## src/rtl/uart_txq_ready_pkg.sv

```systemverilog
package uart_txq_ready_pkg;
  typedef enum logic [1:0] {
    OCC_HOLD = 2'b00,
    OCC_INC  = 2'b01,
    OCC_DEC  = 2'b10
  } occ_op_e;
endpackage

```

## src/rtl/txq_occupancy.sv

```systemverilog
module txq_occupancy
  import uart_txq_ready_pkg::*;
#(
  parameter int DEPTH = 64,
  parameter int CNT_W = $clog2(DEPTH + 1)
) (
  input  logic             clk,
  input  logic             rst_n,
  input  logic             push_i,
  input  logic             pop_i,
  output logic [CNT_W-1:0] count_o
);
  localparam logic [CNT_W-1:0] FULL_CNT = CNT_W'(DEPTH);

  logic [CNT_W-1:0] cnt_q, cnt_d;
  logic             cnt_en;
  occ_op_e          op;

  always_comb begin
    op = OCC_HOLD;
    if (push_i && !pop_i && (cnt_q != FULL_CNT)) op = OCC_INC;
    else if (pop_i && !push_i && (cnt_q != '0))  op = OCC_DEC;
  end

  always_comb begin
    cnt_en = (op != OCC_HOLD);
    unique case (op)
      OCC_INC: cnt_d = cnt_q + 1'b1;
      OCC_DEC: cnt_d = cnt_q - 1'b1;
      default: cnt_d = cnt_q;
    endcase
  end

  always_ff @(posedge clk or negedge rst_n) begin
    if (!rst_n)      cnt_q <= '0;
    else if (cnt_en) cnt_q <= cnt_d;
  end

  assign count_o = cnt_q;

  assert_no_overflow_R1: assert property (@(posedge clk) disable iff (!rst_n)
    cnt_q <= FULL_CNT);
  assert_full_push_held_R1: assert property (@(posedge clk) disable iff (!rst_n)
    (cnt_q == FULL_CNT && push_i && !pop_i) |=> (cnt_q == FULL_CNT));
  assert_empty_pop_held_R1: assert property (@(posedge clk) disable iff (!rst_n)
    (cnt_q == '0 && pop_i && !push_i) |=> (cnt_q == '0));
  assert_both_strobes_R1: assert property (@(posedge clk) disable iff (!rst_n)
    (push_i && pop_i) |=> $stable(cnt_q));
endmodule

```

## src/rtl/txq_trigger_sel.sv

```systemverilog
module txq_trigger_sel #(
  parameter int DEPTH       = 64,
  parameter int CNT_W       = $clog2(DEPTH + 1),
  parameter int COARSE_W    = 2,
  parameter int FINE_W      = $clog2(DEPTH),
  parameter int COARSE_STEP = 16
) (
  input  logic [COARSE_W-1:0] coarse_i,
  input  logic [FINE_W-1:0]   fine_i,
  output logic [CNT_W-1:0]    trig_o
);
  logic [CNT_W-1:0] coarse_lvl, raw_lvl;

  always_comb begin
    coarse_lvl = CNT_W'(coarse_i) * CNT_W'(COARSE_STEP);
    raw_lvl    = (fine_i != '0) ? CNT_W'(fine_i) : coarse_lvl;
    trig_o     = (raw_lvl == '0) ? CNT_W'(1) : raw_lvl;
  end

  always_comb begin
    assert_trig_nonzero_R2: assert (trig_o != '0);
  end
endmodule

```

## src/rtl/txq_ready_eval.sv

```systemverilog
module txq_ready_eval #(
  parameter int DEPTH = 64,
  parameter int CNT_W = $clog2(DEPTH + 1)
) (
  input  logic             clk,
  input  logic             rst_n,
  input  logic [CNT_W-1:0] count_i,
  input  logic [CNT_W-1:0] trig_i,
  input  logic             block_i,
  output logic             status_o,
  output logic             active_o
);
  localparam logic [CNT_W-1:0] FULL_CNT = CNT_W'(DEPTH);

  logic [CNT_W-1:0] free_sp;
  logic             meets, full;
  logic             act_q, act_d;

  always_comb begin
    free_sp = FULL_CNT - count_i;
    meets   = (free_sp >= trig_i);
    full    = (count_i == FULL_CNT);
  end

  always_comb begin
    if (!block_i)   act_d = meets;
    else if (full)  act_d = 1'b0;
    else if (meets) act_d = 1'b1;
    else            act_d = act_q;
  end

  always_ff @(posedge clk or negedge rst_n) begin
    if (!rst_n) act_q <= 1'b1;
    else        act_q <= act_d;
  end

  assign status_o = meets;
  assign active_o = act_d;

  assert_meets_active_R5: assert property (@(posedge clk) disable iff (!rst_n)
    (block_i && meets) |-> active_o);
  assert_full_inactive_R6: assert property (@(posedge clk) disable iff (!rst_n)
    (block_i && full) |-> !active_o);
  assert_hold_on_R7: assert property (@(posedge clk) disable iff (!rst_n)
    active_o |=> (!block_i || full || active_o));
  assert_hold_off_R7: assert property (@(posedge clk) disable iff (!rst_n)
    !active_o |=> (!block_i || meets || !active_o));
endmodule

```

## src/rtl/uart_txq_ready_pair.sv

```systemverilog
module uart_txq_ready_pair #(
  parameter int DEPTH       = 64,
  parameter int NCH         = 2,
  parameter int REG_W       = 8,
  parameter int COARSE_W    = 2,
  parameter int COARSE_STEP = 16,
  parameter int FINE_W      = $clog2(DEPTH),
  parameter int CNT_W       = $clog2(DEPTH + 1)
) (
  input  logic                    clk,
  input  logic                    rst_n,
  input  logic [NCH-1:0]          push_i,
  input  logic [NCH-1:0]          pop_i,
  input  logic [NCH-1:0]          shift_empty_i,
  input  logic [NCH-1:0]          block_dma_i,
  input  logic [NCH*COARSE_W-1:0] coarse_sel_i,
  input  logic [NCH*FINE_W-1:0]   fine_lvl_i,
  output logic [NCH*CNT_W-1:0]    fill_count_o,
  output logic [NCH-1:0]          txrdy_n_o,
  output logic [NCH-1:0]          temt_o,
  output logic [REG_W-1:0]        ready_reg_o
);
  logic [NCH-1:0] status;
  logic [NCH-1:0] active;

  for (genvar ch = 0; ch < NCH; ch++) begin : g_chan
    logic [CNT_W-1:0] cnt;
    logic [CNT_W-1:0] trig;

    txq_occupancy #(.DEPTH(DEPTH), .CNT_W(CNT_W)) u_occ (
      .clk     (clk),
      .rst_n   (rst_n),
      .push_i  (push_i[ch]),
      .pop_i   (pop_i[ch]),
      .count_o (cnt)
    );

    txq_trigger_sel #(
      .DEPTH(DEPTH), .CNT_W(CNT_W), .COARSE_W(COARSE_W),
      .FINE_W(FINE_W), .COARSE_STEP(COARSE_STEP)
    ) u_trig (
      .coarse_i (coarse_sel_i[ch*COARSE_W +: COARSE_W]),
      .fine_i   (fine_lvl_i[ch*FINE_W +: FINE_W]),
      .trig_o   (trig)
    );

    txq_ready_eval #(.DEPTH(DEPTH), .CNT_W(CNT_W)) u_rdy (
      .clk      (clk),
      .rst_n    (rst_n),
      .count_i  (cnt),
      .trig_i   (trig),
      .block_i  (block_dma_i[ch]),
      .status_o (status[ch]),
      .active_o (active[ch])
    );

    assign fill_count_o[ch*CNT_W +: CNT_W] = cnt;
    assign temt_o[ch]    = (cnt == '0) && shift_empty_i[ch];
    assign txrdy_n_o[ch] = ~active[ch];

    assert_plain_mode_R8: assert property (@(posedge clk) disable iff (!rst_n)
      !block_dma_i[ch] |-> (txrdy_n_o[ch] == !ready_reg_o[ch]));
    assert_temt_empty_R9: assert property (@(posedge clk) disable iff (!rst_n)
      temt_o[ch] |-> (fill_count_o[ch*CNT_W +: CNT_W] == '0));
  end

  always_comb begin
    ready_reg_o = '0;
    ready_reg_o[NCH-1:0] = status;
  end

  assert_upper_zero_R4: assert property (@(posedge clk) disable iff (!rst_n)
    ready_reg_o[REG_W-1:NCH] == '0);
endmodule

```

## config.mk

```make
export PLATFORM = sky130hd
export DESIGN_NAME = uart_txq_ready_pair
export DESIGN_NICKNAME = d
export VERILOG_FILES = /design/src/rtl/uart_txq_ready_pkg.sv /design/src/rtl/txq_occupancy.sv /design/src/rtl/txq_trigger_sel.sv /design/src/rtl/txq_ready_eval.sv /design/src/rtl/uart_txq_ready_pair.sv
export SDC_FILE = /design/constraint.sdc
export NUM_CORES = 1
export LEC_CHECK = 0
export CORE_MARGIN = 5
export CORE_UTILIZATION = 43
export CTS_CLUSTER_DIAMETER = 200
export DETAILED_ROUTE_END_ITERATION = 16
export MAX_ROUTING_LAYER = met4
export PLACE_DENSITY = 0.76
export SLEW_MARGIN = 10
export SYNTH_ARGS = -nofsm -noshare
export SYNTH_HDL_FRONTEND = slang
export SYNTH_SLANG_ARGS = --single-unit
```

## constraint.sdc

```tcl
create_clock -name clk -period 3.45 [get_ports clk]
set_clock_uncertainty 0.2 [all_clocks]
set_input_delay 0.345 -clock clk [delete_from_list [all_inputs] [get_ports clk]]
set_output_delay 0.345 -clock clk [all_outputs]
set_load 0.01 [all_outputs]
```

# Yosys cells after proc, flatten, opt, wreduce, memory -nomap -nowiden
# Cells that the tools add are included.
# totals
reg_bits,16
input_bits,26
wordCells,66
output_inout_bits,26
# op_classes
eq_ne,8
n_mux,16
n_addsub,6
n_bitwise,2
reduce_logical,28
magnitude_cmp,2
# op_table
cell,count
$logic_not 7->1,4
$pmux 7 s2,2
$add 7x1->7 const B,2
$eq 7x7->1 const B,2
$ge 7x7->1,2
$mux 7,2
$ne 7x7->1 const B,2
$reduce_bool 7->1,2
$sub 7x1->7 const B,2
$sub 7x7->7 const A,2
$mux 6,2
$reduce_bool 6->1,2
$logic_and 1x1->1,10
$mux 2,4
$reduce_bool 2->1,4
$mux 1,6
$eq 2x1->1 const B,2
$eq 2x2->1 const B,2
$logic_not 1->1,4
$reduce_and 2->1,2
$not 1->1,2

# Longest topological paths before layout
# Gate-level depths: netlist of the first run.
# logic_depth
depth_word,9
depth_mapped,12

# By module
# A second synthesis of the first run with hierarchy kept.
# hier_totals
hier_cells,231
hier_area_um2,2008.2
# by_module_without_submodules
module,n_inst,cells_per_inst,area_per_inst_um2
txq_occupancy,2,55,566.8
txq_ready_eval,2,41,306.5
txq_trigger_sel,2,12,82.6
uart_txq_ready_pair,1,15,96.3

# Worst setup path after synthesis of the first run
# OpenSTA, ideal clock, no wires.
# synth_timing
path_kind,reg2reg
start,register g_chan[1].u_occ.cnt_q[0]
end,register g_chan[1].u_occ.cnt_q[6]
path_stages_with_launch,12
t_required_ns,3.125
path_buffers,0
setup_time_ns,0.125
synth_period_minus_slack_ns,3.354
setup_slack_ns,0.096
arrival_ns,3.029
path_cell_list,dfrtp_1 -> inv_1 -> ha_1 -> or3b_4 -> or3_4 -> o21ai_2 -> inv_2 -> ha_1 -> and3_1 -> a211oi_1 -> mux2i_1 -> mux2_2
# synth_between
elab_chain_len,7
word_cells_on_any_way,14
cone_classes,add/sub (2); eq/ne (3); mux (3); reduce/logical (6)
# synth_lines
item,line,text
from (decl),txq_occupancy.sv:15,"logic [CNT_W-1:0] cnt_q, cnt_d;"
from (signal assigned),txq_occupancy.sv:36,else if (cnt_en) cnt_q <= cnt_d;
$reduce_bool 7->1,txq_occupancy.sv:22,else if (pop_i && !push_i && (cnt_q != '0)) op = OCC_DEC;
$logic_and 1x1->1,txq_occupancy.sv:22,
$mux 2,txq_occupancy.sv:22,
$mux 2,txq_occupancy.sv:21,if (push_i && !pop_i && (cnt_q != FULL_CNT)) op = OCC_INC;
$eq 2x1->1 / $eq 2x2->1 (equally long branches),txq_occupancy.sv:27,unique case (op)
$reduce_bool 2->1 (no line),-,
$reduce_and 2->1 (no line),-,
# Parallel ways exist; a longest one is shown, timed or not.
# A chain may end at the register's enable or synchronous reset.

# Final worst setup path of the first run
# layout_timing
start,register g_chan[0].u_occ.cnt_q[0]
end,register g_chan[0].u_occ.cnt_q[6]
# layout_between
elab_chain_len,7
word_cells_on_any_way,14
cone_classes,add/sub (2); eq/ne (3); mux (3); reduce/logical (6)
# layout_lines
item,line
from (decl),txq_occupancy.sv:15
from (signal assigned),txq_occupancy.sv:36
$reduce_bool 7->1,txq_occupancy.sv:22
$logic_and 1x1->1,txq_occupancy.sv:22
$mux 2,txq_occupancy.sv:22
$mux 2,txq_occupancy.sv:21
$eq 2x1->1 / $eq 2x2->1 (equally long branches),txq_occupancy.sv:27
$reduce_bool 2->1 (no line),-
$reduce_and 2->1 (no line),-
# Parallel ways exist; a longest one is shown, timed or not.

==> results of run 1 <==
timing repair:
action | in CTS | in global routing
gates resized for setup | 12 | 21
buffers inserted | 3 | 4
endpoints found under the setup margin | 5 | 7
pin swaps | 4 | 7
power groups by stage:
stage               Sequential [mW]  Combinational [mW]  Clock, mW
floorplan                     0.439               0.876          0
global placement              0.417                1.43          0
detailed placement            0.420                1.46          0
CTS                           0.422                1.51      0.175
global route                  0.450                1.78      0.186
finish                        0.432                1.63      0.171
final timing paths:
path | from | to | slack [ns]
max | g_chan[0].u_occ.count_o[0]$_DFFE_PN0P_ | g_chan[0].u_occ.count_o[6]$_DFFE_PN0P_ | 0.09
min | g_chan[0].u_rdy.act_q$_DFF_PN1_ | g_chan[0].u_rdy.act_q$_DFF_PN1_ | 0.30
max reg2reg | g_chan[0].u_occ.count_o[0]$_DFFE_PN0P_ | g_chan[0].u_occ.count_o[6]$_DFFE_PN0P_ | 0.09
min reg2reg | g_chan[0].u_rdy.act_q$_DFF_PN1_ | g_chan[0].u_rdy.act_q$_DFF_PN1_ | 0.30
max in group asynchronous | rst_n | g_chan[0].u_occ.count_o[6]$_DFFE_PN0P_ | 2.24
min in group asynchronous | rst_n | g_chan[0].u_occ.count_o[0]$_DFFE_PN0P_ | 0.34
layer usage:
metal / GRT usage, % / part of all wire, % / vias to the layer above
met5: - / 0 / -
met4: 5.14 / 1.5 / 0
met3: 2.30 / 4.7 / 6
met2: 29.9 / 50 / 41
met1: 20.2 / 44 / 774
li1: - / - / 828
sequential cells by signal, summed over array words and instances (netlist names):
register,count
g_chan.u_occ.count_o,14
g_chan.u_rdy.act_q,2
cells in the final DEF (no fill, tap or decap), drive strengths merged, types with 6 or more instances in the layout:
master	count
a21o	6
a21oi	11
buf	34
clkbuf	6
clkdlybuf4s50	37
conb	6
dfrtp	14
ha	24
inv	20
mux2	10
mux2i	6
nand2	9
xnor2	16
worst register-to-register path, delay by kind of cell (launching register included):
kind | cells | cell delay, ns
and+or+nand+nor | 3 | 0.97
AOI/OAI and AO/OA | 2 | 0.53
adders and majority gates | 2 | 0.48
DFF | 1 | 0.43
muxes | 2 | 0.40
buffers and inverters | 2 | 0.24
logic make-up after synthesis:
| family | share of synthesized area, % |
|---|---|
| buf+inv | 7.99 |
| compound gates | 15.8 |
| xor+xnor | 9.32 |
| simple gates | 15.3 |
| other cells | 0.210 |
| mux | 9.67 |
| flops | 22.6 |
| fa+ha+maj | 19.1 |
layout make-up:
type / instances / area (sq um) / area share (%)
Clock buffer: 4 / 55.1 / 2.09
Inverter: 20 / 77.6 / 2.95
Multi-Input combinational cell: 149 / 1340 / 51.0
Sequential cell: 16 / 403 / 15.3
Tap cell: 50 / 62.6 / 2.38
Timing Repair Buffer: 78 / 692 / 26.3
==> flow_summary.yaml, run 1 <==
route:
  antenna_left: 0
  vias: 1649
  wl_per_cell_um: 14.4
  firstDrtPassIters: 4
  drtIter0Drc: 61
  viasPerCell: 5.20
  drc: 0
  drt_wl_total_um: 4570
yosys:
  syn_area_sq_um: 1790
  yosys_warnings: 0
  netlist_top_cells_area: "dfrtp_1 (20%), ha_1 (17%), xnor2_1 (7.8%)"
  yosysMostFrequentCell: "ha_1"
  synth_cell_types: 41
  syn_avg_cell_area_sq_um: 9.40
  ys_seq_area_share_pct: 22.6
  synth_top_area_cell: "dfrtp_1"
  postSynth.asyncResetShare_pct: 100
  synthFlopType: "dfrtp_1"
  synth-edff-count: 0
  synth-seq-cells: 16
  synth_top_area_share_pct: 19.6
  syn_inst: 190
  synthTopCellsByCount: "ha_1 (24), inv_1 (18), xnor2_1 (16)"
finish:
  drive_gt1_share_pct: 26.6
  synthToLayoutAreaGrowth_pct: 47.4
  fill_cells: 337
  fin_util_pct: 65.8
  num-nets-final: 320
  stdcell_area_sq_um: 2630
  n_antenna_cell: 0
  final_cells: 317
cts:
  clkSinkCount: 16
  numCtsBuffers: 3
  root_buffer: "clkbuf_8"
  cts_tree: "done"
  clock_latency_ns: 0.25
  cts.reportedPaths.clkPinSlew_ns: 0.07
  htree_levels: 1
  cts_buffer_depth: 2
  ctsHoldBuffers: 0
placement:
  dpl-instance-area_sq_um: 2440
  port_buffers: 45
  dp.cells: 306
  place_ws_ns: -0.332
  place_congestion: 0.828
  dp_hpwl_um: 3460
pwr:
  internal-power_mw: 1.30
  switching_share_pct: 41.6
  vdd_drop_max_uv: 457
  p_leak_nw: 1.27
  clkPwrFrac_pct: 7.7
  pwr-share-comb_pct: 72.9
  power.density_nw_per_um2: 847
  seqPwrFrac_pct: 19.4
  netSwitchingPower_mw: 0.928
  power_mw: 2.23
timing:
  slew_violations: 0
  hold_ws_ns: 0.296
  final-hold-violation-count: 0
  finalCriticalPeriod_ns: 3.36
  setup_ws_ns: 0.0925
  worst-slew-pin-transition_ns: 0.763
  fmax_mhz: 298
  fin_crit_sh_pct: 97.3
  slew_headroom_pct: 49.0
  tns_ns: 0
  setup_violations: 0
setup_path:
  path_delay_family: "simple AND/OR/NAND/NOR gates"
  worstPathCellList: "inv_2 -> ha_4 -> or3b_4 -> or3_4 -> o21ai_2 -> inv_2 -> ha_1 -> and3_1 -> a211o_1 -> mux2i_1 -> mux2_2"
  crit_arrival_ns: 3.30
  critPathKind: "reg2reg"
  path_max_fanout: 6
  critPathSlowestCell: "dfrtp_1"
  crit_cells: 11
  start_kind: "register"
  slowest_delay_ns: 0.43
  r2r_cells: 11
  worstPathRequired_ns: 3.39
  crit_buf_inv: 2
  endpoint_kind: "register"
  crit_top_cell: "inv_2"
floorplan:
  die_w_um: 74.4
  num_rows: 23
  start_util_pct: 44.6
  ios: 52
  coreArea_sq_um: 4000
  fp.dieH_um: 74.4
  die-area_sq_um: 5540
global_routing:
  grt_pass1_wl_um: 7290
  track_usage_pct: 17.0
  grt_overflow_total: 0
  grt_pass1_vias: 1671
  grt_max_degree: 17
  antenna_found_initial: 0
hold_path:
  hold_depth: 2
  hold_class: "reg2reg"
run_status:
  status: "finished clean"
run:
  max_cap_violations: 0
Power figures use the tool's default switching activity.
==> inputs of run 2 (changes only) <==
- CORE_MARGIN: 5 -> 4
==> flow_summary.yaml, run 2 (synthesized netlist as in run 1, its figures left out) <==
run_status:
  status: "complete, but fails checks"
  violations: "negative setup slack"
hold_path:
  hold_class: "reg2reg"
  hold_start: "g_chan[1].u_rdy.act_q$_DFF_PN1_"
  hold_depth: 2
global_routing:
  grt_overflow_total: 0
  grt_pass1_vias: 1698
  antenna_found_initial: 0
  grt_max_degree: 17
  grt_pass1_wl_um: 7410
  track_usage_pct: 18.1
finish:
  num-nets-final: 318
  n_antenna_cell: 0
  synthToLayoutAreaGrowth_pct: 49.8
  drive_gt1_share_pct: 28.3
  largest_register_ffs: 14
  final_cell_mix: "clkdlybuf4s50_1 (37), buf_4 (31), xnor2_1 (16)"
  layout_commonest_cell: "clkdlybuf4s50_1"
floorplan:
  start_util_pct: 44.6
  num_rows: 23
  ios: 52
  die_w_um: 72.4
  fp.dieH_um: 72.4
  coreArea_sq_um: 4000
  die-area_sq_um: 5250
placement:
  place_ws_ns: -0.350
  dp_hpwl_um: 3330
  port_buffers: 45
  place_congestion: 0.834
timing:
  finalCriticalPeriod_ns: 3.46
  fin_crit_sh_pct: 100
  slew_violations: 0
  rsz0062_at_grt: "true"
  slew_headroom_pct: 49.8
  setup_violations: 1
  setup_ws_ns: -0.0114
  final-hold-violation-count: 0
  worst-slew-pin-transition_ns: 0.751
  fmax_mhz: 289
  hold_ws_ns: 0.287
setup_path:
  path_max_fanout: 6
  critPathKind: "reg2reg"
  r2r_cells: 13
  start_kind: "register"
  crit_arrival_ns: 3.39
  startpoint: "g_chan[0].u_occ.count_o[1]$_DFFE_PN0P_"
  worstReg2RegStart: "g_chan[0].u_occ.count_o[1]$_DFFE_PN0P_"
  endpoint_kind: "register"
  worstPathRequired_ns: 3.38
route:
  firstDrtPassIters: 6
  antenna_left: 0
  drtIter0Drc: 46
  drt_wl_total_um: 4820
  drc: 0
  viasPerCell: 5.27
  wl_per_cell_um: 15.3
  vias: 1661
cts:
  cts_tree: "done"
  numCtsBuffers: 3
  cts.reportedPaths.clkPinSlew_ns: 0.07
  htree_levels: 1
  root_buffer: "clkbuf_8"
  clock_latency_ns: 0.25
  cts_buffer_depth: 2
  clkSinkCount: 16
pwr:
  p_leak_nw: 1.24
  vdd_drop_max_uv: 419
  power.density_nw_per_um2: 841
run:
  max_cap_violations: 0
## run 2: metrics by stage
stage	TNS (ns)	util (%)	total power, mW	area [sq um]	instances
after global routing	-0.269	66.8	2.46	2670	315
after floorplan	0	-	1.31	1800	195
final	-0.0114	66.8	2.25	2670	315
after detailed placement	-0.895	60.9	1.87	2440	305
after global placement	-0.634	60.9	1.83	2440	305
after CTS	0	63.1	2.11	2520	313
## run 2: worst paths after layout
kind | to | slack, ns
hold / removal | g_chan[1].u_rdy.act_q$_DFF_PN1_ | 0.29
setup / recovery | g_chan[0].u_occ.count_o[5]$_DFFE_PN0P_ | -0.01
max in group asynchronous | g_chan[1].u_occ.count_o[4]$_DFFE_PN0P_ | 2.24
setup reg to reg | g_chan[0].u_occ.count_o[5]$_DFFE_PN0P_ | -0.01
hold reg to reg | g_chan[1].u_rdy.act_q$_DFF_PN1_ | 0.29
min in group asynchronous | g_chan[1].u_occ.count_o[3]$_DFFE_PN0P_ | 0.33
## run 2: worst max-delay path: stages (launching register included)
cell and delay (ns):
dfrtp_1 0.43, inv_2 0.08, ha_2 0.18, or3b_4 0.39
buf_4 0.15, or3_4 0.37, o21ai_4 0.19, inv_4 0.12
ha_1 0.33, a211oi_2 0.22, o21bai_1 0.11, a21oi_1 0.18
xnor2_1 0.10, mux2_1 0.29
## run 2: cell type report
type | count | area, sq um
flip-flops and latches | 16 | 403
repair buffers | 76 | 673
clock buffers | 4 | 55.1
fillers | 312 | 1330
inverters | 20 | 80.1
well taps | 50 | 62.6
multi-input cells | 149 | 1400
## run 2: layer usage
| metal | global-route usage (%) | vias up | part of all wire [%] |
|---|---|---|---|
| li1 | - | 816 | - |
| met2 | 31.7 | 36 | 51 |
| met5 | - | - | 0 |
| met3 | 1.39 | 6 | 4.1 |
| met4 | 5.53 | 0 | 1.7 |
| met1 | 22.1 | 803 | 43 |
## run 2: what timing repair did
action,CTS,global route
buffers inserted,4,2
gates resized for setup,11,29
pin swaps,4,10
hold buffers,0,0
setup endpoints to repair,5,7
## run 2: where the power goes
group          switching (mW)  internal, mW
Sequential              0.153         0.288
Combinational           0.717         0.917
Clock                  0.0717         0.101
Total                   0.942          1.31
==> inputs of run 3 (changes only) <==
- CORE_MARGIN: 4 -> 1
==> flow_summary.yaml, run 3 (synthesized netlist as in run 1, its figures left out) <==
timing:
  hold_ws_ns: 0.289
  finalCriticalPeriod_ns: 3.38
  worst-slew-pin-transition_ns: 0.732
  slew_violations: 0
  slew_headroom_pct: 51.0
  setup_violations: 0
  fmax_mhz: 296
  fin_crit_sh_pct: 97.9
  setup_ws_ns: 0.0720
  final-hold-violation-count: 0
cts:
  cts_tree: "done"
  root_buffer: "clkbuf_8"
  htree_levels: 1
  cts_buffer_depth: 2
  clkSinkCount: 16
  cts.reportedPaths.clkPinSlew_ns: 0.07
  numCtsBuffers: 3
  clock_latency_ns: 0.25
route:
  viasPerCell: 5.23
  wl_per_cell_um: 13.7
  drtIter0Drc: 62
  drc: 0
  firstDrtPassIters: 4
  drt_wl_total_um: 4300
  vias: 1643
  antenna_left: 0
floorplan:
  start_util_pct: 44.6
  die-area_sq_um: 4410
  fp.dieH_um: 66.4
  die_w_um: 66.4
  num_rows: 23
  ios: 52
  coreArea_sq_um: 4000
finish:
  drive_gt1_share_pct: 26.1
  fill_cells: 327
  stdcell_area_sq_um: 2640
  synthToLayoutAreaGrowth_pct: 47.6
  num-nets-final: 317
  final_cell_mix: "clkdlybuf4s50_1 (37), buf_4 (30), ha_1 (18)"
  largest_register_ffs: 14
  n_antenna_cell: 0
  layout_commonest_cell: "clkdlybuf4s50_1"
global_routing:
  grt_overflow_total: 0
  grt_pass1_vias: 1489
  grt_max_degree: 17
  grt_pass1_wl_um: 6620
  antenna_found_initial: 0
  track_usage_pct: 20.3
placement:
  place_congestion: 0.811
  dp_hpwl_um: 3200
  place_ws_ns: -0.320
  dpl-instance-area_sq_um: 2440
  port_buffers: 45
setup_path:
  path_delay_family: "compound AO/OA/AOI/OAI gates"
  worstPathRequired_ns: 2.90
  critPathKind: "reg2out"
  crit_buf_inv: 4
  critPathSlowestCell: "or3b_4"
  start_kind: "register"
  endpoint_kind: "output pin"
  slowest_delay_ns: 0.40
  crit_cells: 11
  path_max_fanout: 3
  r2r_cells: 11
  crit_arrival_ns: 2.83
  r2r_setup_slack_ns: 0.10
  worstPathCellList: "inv_2 -> ha_2 -> or3b_4 -> xor2_1 -> ha_1 -> a21oi_1 -> o21ai_1 -> a211oi_2 -> buf_4 -> inv_1 -> dlygate4sd2_1"
pwr:
  power_mw: 2.18
  power.density_nw_per_um2: 825
  p_leak_nw: 1.25
  vdd_drop_max_uv: 442
hold_path:
  hold_class: "reg2reg"
  hold_depth: 2
run:
  max_cap_violations: 0
run_status:
  status: "finished clean"
==> run 3: cell count changes in the layout (fill, tap and decap cells not counted) <==
cell | previous run | this run
nor3_1 | 4 | 3
buf_2 | 1 | 0
a31oi_2 | 2 | 1
buf_4 | 31 | 30
a31oi_1 | 3 | 4
ha_1 | 15 | 18
nor3_2 | 1 | 2
dlygate4sd2_1 | 0 | 2
ha_4 | 7 | 4
clkbuf_2 | 3 | 2
==> run 3: power by group <==
group | total, mW | internal, mW | switching [mW]
Clock | 0.170 | 0.101 | 0.0689
Combinational | 1.57 | 0.888 | 0.683
Sequential | 0.435 | 0.288 | 0.147
==> run 3: path summary, 6_finish.rpt <==
kind	start	end
max	g_chan[1].u_occ.count_o[1]$_DFFE_PN0P_	ready_reg_o[1]
min	g_chan[1].u_rdy.act_q$_DFF_PN1_	g_chan[1].u_rdy.act_q$_DFF_PN1_
max reg2reg	g_chan[0].u_occ.count_o[0]$_DFFE_PN0P_	g_chan[0].u_occ.count_o[6]$_DFFE_PN0P_
min reg2reg	g_chan[1].u_rdy.act_q$_DFF_PN1_	g_chan[1].u_rdy.act_q$_DFF_PN1_
max in group asynchronous	rst_n	g_chan[0].u_occ.count_o[5]$_DFFE_PN0P_
min in group asynchronous	rst_n	g_chan[1].u_occ.count_o[2]$_DFFE_PN0P_
==> run 3: metal layers <==
metal / vias to the layer above / track usage (%) / wire (um)
met5: - / - / 0
met4: 0 / 5.59 / 55
met3: 4 / 2.41 / 192
met2: 40 / 34.8 / 2250
met1: 783 / 25.1 / 1800
li1: 816 / - / -
==> run 3: tightest hold or removal path: stages (launching register included) <==
cell and delay (ns):
dfstp_2 0.37, nand2_1 0.06, a32oi_1 0.06
==> run 3: layout make-up <==
cell class	count	area [sq um]	area share [%]
Multi-Input combinational cell	149	1360	51.7
Timing Repair Buffer	75	673	25.5
Sequential cell	16	403	15.3
Inverter	20	80.1	3.04
Tap cell	50	62.6	2.37
Clock buffer	4	55.1	2.09
==> run 3: what timing repair did <==
item	4_1_cts	5_1_grt
hold buffers	0	0
endpoints found under the setup margin	5	7
cloned	0	0
hold endpoints to repair	0	0
pin swaps	2	8
setup buffers	2	3
resized for setup	7	25
==> run 3: stage by stage <==
stage | setup TNS (ns) | utilization, % | instances
after floorplan | 0 | - | 195
final | 0 | 65.9 | 314
after detailed placement | -0.733 | 60.9 | 305
after CTS | 0 | 62.8 | 311
after global placement | -0.639 | 60.9 | 305
after global routing | -0.0810 | 65.9 | 314
